--- src/rtl/rt_pkg.sv ---
package rt_pkg;
    // Word indexes (byte offset / 4) of the register file
    localparam int IDX_START   = 0;
    localparam int IDX_RELOAD  = 1;
    localparam int IDX_RUN     = 2;
    localparam int IDX_CAPCMD  = 3;
    localparam int IDX_CAPVAL  = 4;
    localparam int IDX_STATUS  = 5;
    localparam int IDX_PEND    = 6;
    localparam int IDX_MASK    = 7;
    localparam int NUM_IDX     = 8;
    // Event bit positions
    localparam int EVT_ZERO    = 0;
    localparam int NUM_EVT     = 1;
endpackage

--- src/rtl/rt_counter.sv ---
module rt_counter #(
    parameter int CNT_W = 32
) (
    input  logic             clk,
    input  logic             rst_n,
    input  logic             run_i,
    input  logic             run_next_i,
    input  logic [CNT_W-1:0] start_i,
    input  logic [CNT_W-1:0] reload_i,
    output logic [CNT_W-1:0] cnt_o,
    output logic             zero_hit_o
);
    localparam logic [CNT_W-1:0] ONE = CNT_W'(1);

    typedef struct packed {
        logic [CNT_W-1:0] cnt;
    } cnt_state_t;

    cnt_state_t s_d, s_q;

    always_comb begin
        s_d = s_q;
        if (!run_i) begin
            s_d.cnt = start_i;
        end else if (s_q.cnt == '0) begin
            s_d.cnt = reload_i;
        end else begin
            s_d.cnt = s_q.cnt - ONE;
        end
    end

    always_ff @(posedge clk) begin
        if (!rst_n) begin
            s_q <= '0;
        end else begin
            s_q <= s_d;
        end
    end

    assign cnt_o      = s_q.cnt;
    assign zero_hit_o = (run_i && s_q.cnt == ONE) ||
                        (!run_i && run_next_i && start_i == '0);


    parked_follow_chk: assert property (@(posedge clk) disable iff (!rst_n)
        !run_i |=> s_q.cnt == $past(start_i));


    step_down_chk: assert property (@(posedge clk) disable iff (!rst_n)
        (run_i && s_q.cnt != '0) |=> s_q.cnt == $past(s_q.cnt) - ONE);


    oneshot_hold_chk: assert property (@(posedge clk) disable iff (!rst_n)
        (run_i && s_q.cnt == '0 && reload_i == '0) |=> s_q.cnt == '0);


    reload_jump_chk: assert property (@(posedge clk) disable iff (!rst_n)
        (run_i && s_q.cnt == '0 && reload_i != '0) |=> s_q.cnt == $past(reload_i));
endmodule

--- src/rtl/rt_event.sv ---
module rt_event #(
    parameter int N_EVT = 1
) (
    input  logic             clk,
    input  logic             rst_n,
    input  logic [N_EVT-1:0] hit_i,
    input  logic [N_EVT-1:0] clr_i,
    output logic [N_EVT-1:0] pend_o
);
    typedef struct packed {
        logic [N_EVT-1:0] pend;
    } evt_state_t;

    evt_state_t s_d, s_q;

    always_comb begin
        s_d = s_q;
        // a fresh hit outranks a clear on the same edge
        s_d.pend = (s_q.pend & ~clr_i) | hit_i;
    end

    always_ff @(posedge clk) begin
        if (!rst_n) begin
            s_q <= '0;
        end else begin
            s_q <= s_d;
        end
    end

    assign pend_o = s_q.pend;

    for (genvar g = 0; g < N_EVT; g++) begin : g_chk

        sticky_chk: assert property (@(posedge clk) disable iff (!rst_n)
            (s_q.pend[g] && !clr_i[g]) |=> s_q.pend[g]);

        set_wins_chk: assert property (@(posedge clk) disable iff (!rst_n)
            (hit_i[g] && clr_i[g]) |=> s_q.pend[g]);
    end
endmodule

--- src/rtl/reload_timer.sv ---
module reload_timer
    import rt_pkg::*;
#(
    parameter int CNT_W  = 32,
    parameter int ADDR_W = 8
) (
    input  logic              clk,
    input  logic              rst_n,
    input  logic [ADDR_W-1:0] addr,
    input  logic              wr_en,
    input  logic [31:0]       wr_data,
    output logic [31:0]       rd_data,
    output logic              irq
);
    localparam int IDX_W = ADDR_W - 2;

    typedef struct packed {
        logic [CNT_W-1:0]   start;
        logic [CNT_W-1:0]   reload;
        logic [CNT_W-1:0]   cap;
        logic               run;
        logic [NUM_EVT-1:0] mask;
    } regs_t;

    regs_t r_d, r_q;

    logic [IDX_W-1:0]   widx;
    logic               aligned;
    logic [CNT_W-1:0]   cnt;
    logic               zero_hit;
    logic [NUM_EVT-1:0] hit_vec;
    logic [NUM_EVT-1:0] clr_vec;
    logic [NUM_EVT-1:0] pend;
    logic [NUM_EVT-1:0] status;

    assign widx    = addr[ADDR_W-1:2];
    assign aligned = (addr[1:0] == 2'b00);

    function automatic logic sel(input logic [IDX_W-1:0] w, input logic al, input int k);
        return al && (w == IDX_W'(k));
    endfunction

    always_comb begin
        r_d = r_q;
        if (wr_en && sel(widx, aligned, IDX_START))  r_d.start  = wr_data[CNT_W-1:0];
        if (wr_en && sel(widx, aligned, IDX_RELOAD)) r_d.reload = wr_data[CNT_W-1:0];
        if (wr_en && sel(widx, aligned, IDX_RUN))    r_d.run    = wr_data[0];
        if (wr_en && sel(widx, aligned, IDX_MASK))   r_d.mask   = wr_data[NUM_EVT-1:0];
        if (wr_en && sel(widx, aligned, IDX_CAPCMD)) r_d.cap    = cnt;
    end

    always_ff @(posedge clk) begin
        if (!rst_n) begin
            r_q <= '0;
        end else begin
            r_q <= r_d;
        end
    end

    rt_counter #(.CNT_W(CNT_W)) u_cnt (
        .clk        (clk),
        .rst_n      (rst_n),
        .run_i      (r_q.run),
        .run_next_i (r_d.run),
        .start_i    (r_q.start),
        .reload_i   (r_q.reload),
        .cnt_o      (cnt),
        .zero_hit_o (zero_hit)
    );

    always_comb begin
        hit_vec           = '0;
        hit_vec[EVT_ZERO] = zero_hit;
        status            = '0;
        status[EVT_ZERO]  = r_q.run && (cnt == '0);
        clr_vec = (wr_en && sel(widx, aligned, IDX_PEND)) ? wr_data[NUM_EVT-1:0] : '0;
    end

    rt_event #(.N_EVT(NUM_EVT)) u_evt (
        .clk    (clk),
        .rst_n  (rst_n),
        .hit_i  (hit_vec),
        .clr_i  (clr_vec),
        .pend_o (pend)
    );

    assign irq = |(pend & r_q.mask);

    always_comb begin
        rd_data = '0;
        if (aligned) begin
            if      (widx == IDX_W'(IDX_START))  rd_data = 32'(r_q.start);
            else if (widx == IDX_W'(IDX_RELOAD)) rd_data = 32'(r_q.reload);
            else if (widx == IDX_W'(IDX_RUN))    rd_data = 32'(r_q.run);
            else if (widx == IDX_W'(IDX_CAPVAL)) rd_data = 32'(r_q.cap);
            else if (widx == IDX_W'(IDX_STATUS)) rd_data = 32'(status);
            else if (widx == IDX_W'(IDX_PEND))   rd_data = 32'(pend);
            else if (widx == IDX_W'(IDX_MASK))   rd_data = 32'(r_q.mask);
        end
    end


    cap_hold_chk: assert property (@(posedge clk) disable iff (!rst_n)
        !(wr_en && sel(widx, aligned, IDX_CAPCMD)) |=> $stable(r_q.cap));


    start_zero_evt_chk: assert property (@(posedge clk) disable iff (!rst_n)
        (!r_q.run && r_d.run && r_q.start == '0) |=> pend[EVT_ZERO]);
endmodule

--- config.mk ---
export PLATFORM = sky130hd
export DESIGN_NAME = reload_timer
export DESIGN_NICKNAME = d
export VERILOG_FILES = /design/src/rtl/rt_pkg.sv /design/src/rtl/rt_counter.sv /design/src/rtl/rt_event.sv /design/src/rtl/reload_timer.sv
export SDC_FILE = /design/constraint.sdc
export NUM_CORES = 1
export LEC_CHECK = 0
export ABC_AREA = 1
export CORE_MARGIN = 1.5
export CORE_UTILIZATION = 59
export DETAILED_ROUTE_END_ITERATION = 10
export DONT_BUFFER_PORTS = 1
export PLACE_DENSITY = 0.86
export SLEW_MARGIN = 20
export SYNTH_ARGS = -nofsm -noshare
export SYNTH_HDL_FRONTEND = slang
export SYNTH_SLANG_ARGS = --single-unit
--- constraint.sdc ---
create_clock -name clk -period 2.5 [get_ports clk]
set_input_delay 0.5 -clock clk [delete_from_list [all_inputs] [get_ports clk]]
set_output_delay 0.5 -clock clk [all_outputs]
set_load 0.02 [all_outputs]
# Yosys cells after proc, flatten, opt, wreduce, memory -nomap -nowiden
# Index checks and enable logic that the tools add are counted.
word_totals:
  elab_cells: 54
  ff_bits: 131
  out_inout_bits: 33
  input_bits: 43
op_classes:
  n_bitwise: 4
  n_eq_ne: 8
  mux: 12
  addsub: 1
  reduce_logical: 22
ops:
  columns: ["op", "n"]
  rows:
  - ["$mux W32", 7]
  - ["$logic_not A32 Y1", 2]
  - ["$eq A32 B1 Y1 const B", 1]
  - ["$sub A32 B1 Y32 const B", 1]
  - ["$eq A6 B3 Y1 const B", 4]
  - ["$logic_and A1 B1 Y1", 16]
  - ["$eq A6 B2 Y1 const B", 2]
  - ["$eq A6 B1 Y1 const B", 1]
  - ["$logic_not A6 Y1", 1]
  - ["$mux W1", 5]
  - ["$and A1 B1 Y1", 2]
  - ["$logic_not A2 Y1", 1]
  - ["$logic_not A1 Y1", 1]
  - ["$logic_or A1 B1 Y1", 1]
  - ["$not A1 Y1", 1]
  - ["$or A1 B1 Y1", 1]

# Logic depth before layout (Yosys ltp)
# Gate-level depths: netlist (run 1).
logic_depth:
  ltp_word: 9
  mapped_depth: 12
  depth_no_buf: 12

# By module
# A second synthesis (run 1) with hierarchy kept.
unflattened:
  hier_cells: 1194
  hier_area_um2: 7267.0
by_module_without_submodules:
  columns: ["mod", "cells_each", "area_per_inst_um2", "instances", "seq_area_each_um2"]
  rows:
  - ["reload_timer", 700, 4511.8, 1, 1961.9]
  - ["rt_counter", 488, 2711.4, 1, 640.6]
  - ["rt_event", 6, 43.8, 1, 20.0]

# Worst setup path after synthesis (run 1)
# No wires, ideal clock.
synth_path:
  kind: "reg2out"
  from: "register u_cnt.s_q, in the netlist u_cnt.cnt_o[0]"
  to: "output port rd_data[0]"
  setup_slack_ns: 0.309
  path_stages_with_launch: 13
  path_buffers: 0
  arrival_time_ns: 1.691
  t_required_ns: 2.000
  cell_sequence: "dfxtp_1 inv_1 ha_1 nand2_4 nor2_8 nand2_4 nor2_8 nand2_1 nand2_1 nand2_1 nand2_1 nand2_1 a21oi_1"
synth_between:
  elab_chain_len: 8
synth_lines:
  columns: ["element", "line_no", "source"]
  rows:
  - ["start, declared", "rt_counter.sv:19", "cnt_state_t s_d, s_q;"]
  - ["start signal, assigned", "rt_counter.sv:34", "s_q <= '0;"]
  - ["start signal, assigned", "rt_counter.sv:36", "s_q <= s_d;"]
  - ["$logic_not A32 Y1", "reload_timer.sv:75", "status[EVT_ZERO] = r_q.run && (cnt == '0);"]
  - ["$logic_and A1 B1 Y1", "reload_timer.sv:75", null]
  - ["$mux W1", "reload_timer.sv:96", "else if (widx == IDX_W'(IDX_STATUS)) rd_data = 32'(status);"]
  - ["$mux W32", "reload_timer.sv:95", "else if (widx == IDX_W'(IDX_CAPVAL)) rd_data = 32'(r_q.cap);"]
  - ["$mux W32", "reload_timer.sv:94", "else if (widx == IDX_W'(IDX_RUN)) rd_data = 32'(r_q.run);"]
  - ["$mux W32", "reload_timer.sv:93", "else if (widx == IDX_W'(IDX_RELOAD)) rd_data = 32'(r_q.reload);"]
  - ["$mux W32", "reload_timer.sv:92", "if (widx == IDX_W'(IDX_START)) rd_data = 32'(r_q.start);"]
  - ["$mux W32", "reload_timer.sv:91", "if (aligned) begin"]
  - ["end, declared", "reload_timer.sv:12", "output logic [31:0] rd_data,"]
# No other way between the ends.

# Worst setup path after layout (run 1)
layout_path:
  from: "register u_cnt.s_q, in the netlist u_cnt.cnt_o[1]"
  to: "output port rd_data[0]"
# The elaborated chain is that of the path after synthesis.

==> results by group, run 1 <==
Worst setup path
  • Crit-path max cell delay: 0.33 ns
  • Worst path required time: 2.00 ns
  • Top Family by Delay on Critical Path: simple AND/OR/NAND/NOR gates
  • Slowest CP cell: dfxtp_2
  • Worst setup SP type: register
  • Worst EP arrival: 1.92 ns
  • CP Capture Type: primary output
  • Crit path cell chain: inv_2 -> ha_4 -> nand2_4 -> nor2_8 -> nand2_4 -> nor2_8 -> nand2_1 -> nand2_1 -> nand2_1 -> nand2_1 -> nand2_1 -> a21oi_2 -> buf_4
  • Most frequent CP cell: nand2_1
  • Bufs and invs on worst path: 2
  • Critical path class: reg2out
  • Worst Path Max Fanout: 4

Detailed routing
  • Vias per Instance: 5.91
  • 1st-pass router iterations: 5
  • WL/cell: 17.2 µm
  • Initial drt markers: 625
  • Met3 Wirelength: 1.69 mm
  • WL met2: 8.96 mm
  • ANT nets after route: 0
  • DRT Wirelength: 19.3 mm
  • Via count: 6617
  • M1 WL: 8.18 mm
  • Uppermost layer routed: met4
  • # DRC: 0

Cells and area
  • Nets: 1012
  • Most common cell after layout, fill and taps aside: nand2_1
  • Antenna Cells: 0
  • Synthesis-to-layout area growth: 13.0%
  • Highest-count cells in the layout ignoring fill and taps: 181 x nand2_1, 126 x inv_1, 125 x dfxtp_1
  • Share of cells above drive strength 1: 12.3%

Run
  • Number of max-cap violations: 0

Place
  • DP Wirelength: 12.3 mm
  • Final Wtd Congestion: 0.978
  • PortBufs: 0

Yosys
  • Post-Syn Instances: 971
  • Synthesized flop and latch total: 131
  • Syn Area/Cell: 6.89 µm²
  • Post-synth cell types: 33
  • Post-Syn Area: 0.00669 mm²
  • Register area share after synthesis: 39.2%
  • Synth Net Count: 1016
  • YS warnings: 0

Floorplanning
  • Starting Density: 61.2%
  • Die area: 0.0120 mm²
  • DIE WIDTH: 109 µm
  • Ports: 76
  • Row count: 38
  • Die height: 109 µm
  • Area of the core: 0.0109 mm²

Pwr
  • Clk pwr share: 52.9%
  • Psw: 1060 µW
  • Combinational share of power: 2.9%
  • Power Dens Cells: 627 mW/mm²
  • Switching share of power: 22.3%
  • Peak VDD IR: 0.380 mV
  • Int Pwr: 3680 µW
  • Sequential Power Share: 44.2%
  • LEAKAGE: 0.00327 µW

Timing
  • Tightest Pin Transition: 1.02 ns
  • TNS Setup: 0 ns
  • Fin crit share: 96.8%
  • Fmax: 413 MHz
  • Hold_ws: 0.205 ns
  • Setup violators final: 0
  • Slew headroom: 32.2%
  • Max-slew violations: 0
  • Final hold vios: 0
  • Minimum clock period: 2.42 ns
  • Clock skew: 0.00691 ns

Global route
  • All-Layer GR Usage: 32.7%
  • Largest net degree at the start of global routing: 100
  • Initial antenna violation count: 0
  • First-pass GRT wire length: 30.2 mm
  • GRT overflow: 0
  • Vias in the first global route: 6130

Clocking
  • TritonCTS clock tree: yes
  • Clock sinks: 131
  • CTS buffer count: 17
  • Clk_lat worst skew: 0.42 ns
  • Clock transition at the registers of the reported paths: 0.06 ns
  • Clock Path Buffers: 2
  • Hold Buf Count CTS: 0
  • H-tree depth: 4
  • Root Buffer: clkbuf_16

Worst hold path
  • Hold Path Class: in2reg

Outcome
  • Status: finished clean
## cell families (layout without fill, tap and decap cells)
family / count (synthesis) / after routing / share of synthesized area, %
flops: 131 / 131 / 39.2
xor+xnor: 20 / 20 / 2.62
buf+inv: 186 / 195 / 11.0
fa+ha+maj: 2 / 2 / 0.374
simple gates: 351 / 351 / 22.9
compound gates: 281 / 281 / 23.9
## final cells by class
| type | instances | area (µm²) |
|---|---|---|
| clock buffer | 21 | 470 |
| clock inverter | 11 | 128 |
| fill | 895 | 3370 |
| inverter | 132 | 498 |
| multi-input combinational | 654 | 3420 |
| sequential | 131 | 2630 |
| tap | 140 | 175 |
| timing repair buffer | 31 | 245 |
## per-stage QoR
step                      instance area [µm²]  setup slack [ns]  utilization [%]  instances  power [µW]
after global placement                   6800             0.280             62.2       1077        2270
after detailed placement                 6800             0.252             62.2       1077        2270
after CTS                                7430            0.0157             67.9       1110        4730
final                                    7560            0.0795             69.2       1120        4740
after global routing                     7560           -0.0339             69.2       1120        4840
after floorplan                          6690             0.309                -        971        2250
## power groups by stage
stage | Sequential [µW] | Clock, µW | Combinational, µW
final | 2100 | 2510 | 138
after global placement | 2140 | 0 | 128
after CTS | 2100 | 2500 | 134
after global routing | 2100 | 2590 | 152
after detailed placement | 2140 | 0 | 132
after floorplan | 2140 | 0 | 115
## what timing repair did
action                     in CTS  in global routing
gates resized for setup         7                 23
pin swaps                       1                  8
setup buffers                   1                 10
setup endpoints to repair       1                  1
## worst paths after layout
kind / from / to / slack [ns] / cells after the start
worst max-delay path: u_cnt.cnt_o[1] / rd_data[0] / 0.08 / 13
worst min-delay path: rst_n / r_q[50] / 0.21 / 2
worst max register to register: u_cnt.cnt_o[1] / u_cnt.cnt_o[0] / 0.42 / 11
worst min register to register: r_q[84] / u_cnt.cnt_o[18] / 0.47 / 2
## sequential cells by signal, indices dropped and copies added, names as in the netlist
register,count
r_q,98
u_cnt.cnt_o,32
u_evt.pend_o,1
## synth_stat cells (all sizes together)
master | n | share of area, %
nand2 | 189 | 11
nor2 | 108 | 7.1
o221ai | 20 | 2.6
a21oi | 120 | 9.3
a22oi | 2 | 0.22
buf | 14 | 1.3
dfxtp | 131 | 39
nand4 | 13 | 1.2
o21ai | 110 | 8.2
nor4 | 2 | 0.19
xnor2 | 1 | 0.13
inv | 130 | 7.3
nor3 | 5 | 0.37
clkbuf | 40 | 2.2
nand3 | 34 | 3.1
ha | 2 | 0.37
xor2 | 19 | 2.5
clkinv | 2 | 0.11
o211ai | 29 | 3.6
## layer usage
metal  track usage [%]  vias up
met2              52.3      345
li1                  -     3190
met4              11.3        0
met5                 0        -
met1              43.3     3044
met3              7.59       38
(Power assumes the default switching activity.)
==> run 2: changes to the inputs <==
GPL_TIMING_DRIVEN = 0   (was default)
==> results by group, run 2 (synthesis gave the netlist of run 1 again) <==
Outcome
  • Status: finished with violations
  • Violated checks: setup timing

Timing
  • Fmax: 393 MHz (-4.8%)
  • Setup WS post-layout: -0.0428 ns (-0.122 ns)
  • Fin crit share: 102% (+4.9 points)
  • Max-slew violations: 0 (unchanged)
  • Minimum clock period: 2.54 ns (+0.122 ns)
  • Final hold vios: 0 (unchanged)
  • Slew headroom: 48.4% (+16 points)
  • Setup violators final: 2 (+2)
  • Clock skew: 0.00887 ns (+0.00196 ns)
  • RSZ-0062 raised after global routing: yes
  • Tightest Pin Transition: 0.774 ns (-0.243 ns)
  • TNS Setup: -0.0453 ns (-0.0453 ns)

Detailed routing
  • WL/cell: 20.4 µm (+18%)
  • DRT Wirelength: 23.4 mm (+21%)
  • # DRC: 0 (unchanged)
  • Vias per Instance: 6.17 (+4.4%)
  • Via count: 7088 (+7.1%)
  • ANT nets after route: 0 (unchanged)
  • Initial drt markers: 866 (+39%)
  • 1st-pass router iterations: 9 (+4)

Clocking
  • Clk_lat worst skew: 0.44 ns (+0.02 ns)
  • Clock transition at the registers of the reported paths: 0.06 ns (about the same)
  • TritonCTS clock tree: yes
  • H-tree depth: 4 (unchanged)
  • Clock sinks: 131 (unchanged)
  • Root Buffer: clkbuf_16
  • Clock Path Buffers: 2 (unchanged)
  • CTS buffer count: 17 (unchanged)

Floorplanning
  • Die area: 0.0120 mm² (unchanged)
  • Area of the core: 0.0109 mm² (unchanged)
  • DIE WIDTH: 109 µm (unchanged)
  • Row count: 38 (unchanged)
  • Die height: 109 µm (unchanged)
  • Ports: 76 (unchanged)
  • Starting Density: 61.2% (unchanged)

Place
  • DP Wirelength: 16.1 mm (+31%)
  • PortBufs: 0 (unchanged)
  • Final Wtd Congestion: 0.983 (+0.57%)
  • Dpl cells: 1111 (+3.2%)

Cells and area
  • Number of flip-flops under the largest register name: 98 (unchanged)
  • Highest-count cells in the layout ignoring fill and taps: 181 x nand2_1, 130 x dfxtp_1, 125 x inv_1
  • Register area: 0.00263 mm² (-0.14%)
  • Final std cells w/o fill: 1149 (+2.6%)
  • Final Util: 69.7% (+0.51 points)
  • Antenna Cells: 0 (unchanged)
  • Most common cell after layout, fill and taps aside: nand2_1
  • Share of cells above drive strength 1: 11.0% (-1.3 points)
  • Nets: 1041 (+2.9%)
  • Multi-input gate area: 0.00342 mm² (unchanged)
  • # fillers: 940 (+5.0%)
  • Largest register by flop count: r_q
  • Synthesis-to-layout area growth: 13.9%

Pwr
  • Psw: 1110 µW (+4.7%)
  • Combinational share of power: 4.0% (+1.1 points)
  • Power Dens Cells: 633 mW/mm² (+0.94%)
  • Sequential Power Share: 43.4% (-0.8 points)
  • LEAKAGE: 0.00328 µW (+0.46%)
  • Peak VDD IR: 0.547 mV (+44%)
  • Clk pwr share: 52.6% (-0.3 points)
  • Switching share of power: 23.0% (+0.66 points)
  • Int Pwr: 3710 µW (+0.83%)

Worst setup path
  • Worst Path Max Fanout: 9 (+5)
  • Bufs and invs on worst path: 2 (unchanged)
  • Crit-path max cell delay: 0.43 ns (+0.10 ns)
  • Crit path cell chain: nor2_1 -> nand2_1 -> inv_1 -> nand2_1 -> clkinvlp_4 -> a21oi_1 -> a21oi_4
  • Critical path class: in2out
  • Most frequent CP cell: nand2_1
  • Flop2flop setup slack: 0.29 ns (-0.13 ns)
  • Worst path required time: 2.00 ns (about the same)
  • Worst setup SP type: input port
  • Worst EP arrival: 2.04 ns (+0.12 ns)
  • Top Family by Delay on Critical Path: simple AND/OR/NAND/NOR gates
  • CP Capture Type: primary output
  • Slowest CP cell: clkinvlp_4

Global route
  • Vias in the first global route: 6592 (+7.5%)
  • Initial antenna violation count: 1 (+1)
  • Largest net degree at the start of global routing: 17 (-83%)
  • First-pass GRT wire length: 35.2 mm (+17%)
  • GRT overflow: 0 (unchanged)
  • All-Layer GR Usage: 40.2% (+7.5 points)

Run
  • Number of max-cap violations: 0 (unchanged)

Worst hold path
  • Hold Path Class: in2reg
[run 2: changes by cell type in the layout (fill, tap and decap cells not counted), sizes merged]
cell and change:
clkbuf +36, clkinv +1, buf -8, bufinv +1, clkinvlp -1
[run 2: power by group through the flow]
| stage | combinational, µW | sequential [µW] | clock [µW] |
|---|---|---|---|
| after global routing | 204 | 2090 | 2600 |
| after global placement | 171 | 2140 | 0 |
| after floorplan | 115 | 2140 | 0 |
| after detailed placement | 173 | 2140 | 0 |
| after CTS | 180 | 2100 | 2500 |
| final | 193 | 2090 | 2530 |
[run 2: through the flow]
step | setup slack (ns) | instance area, µm² | hold WS [ns] | total power, µW
after CTS | 0.00571 | 7530 | 0.210 | 4780
after detailed placement | -0.389 | 6870 | 0.456 | 2310
final | -0.0428 | 7620 | 0.201 | 4820
after floorplan | 0.309 | 6690 | 0.441 | 2250
after global placement | -0.390 | 6870 | 0.454 | 2310
after global routing | -0.0721 | 7620 | 0.229 | 4900
[run 2: cell type report]
class,count,area share [%]
clock inverters,12,1.81
flip-flops and latches,131,34.5
well taps,140,2.30
inverters,132,6.65
repair buffers,6,0.591
clock buffers,20,5.86
multi-input cells,654,44.8
plain buffers,54,3.48
[run 2: worst paths after layout]
path	startpoint	end	depth (start not counted)
worst min register to register	r_q[73]	u_cnt.cnt_o[7]	2
worst max register to register	u_cnt.cnt_o[2]	u_cnt.cnt_o[19]	9
worst max-delay path	addr[7]	rd_data[0]	7
worst min-delay path	wr_data[1]	r_q[67]	2
[run 2: per-layer routing]
layer | global-route usage [%] | wire length [µm] | vias up | share of wire, %
li1 | - | - | 3240 | -
met1 | 52.5 | 9340 | 3230 | 40
met2 | 60.5 | 10100 | 526 | 43
met3 | 11.6 | 2820 | 90 | 12
met4 | 20.1 | 1090 | 2 | 4.7
met5 | 0 | 40 | - | 0.17
[run 2: repair_timing]
action,in CTS,in global routing
resized for setup,26,28
hold buffers,0,0
pin swaps,3,6
setup buffers,2,4
endpoints found under the setup margin,32,32
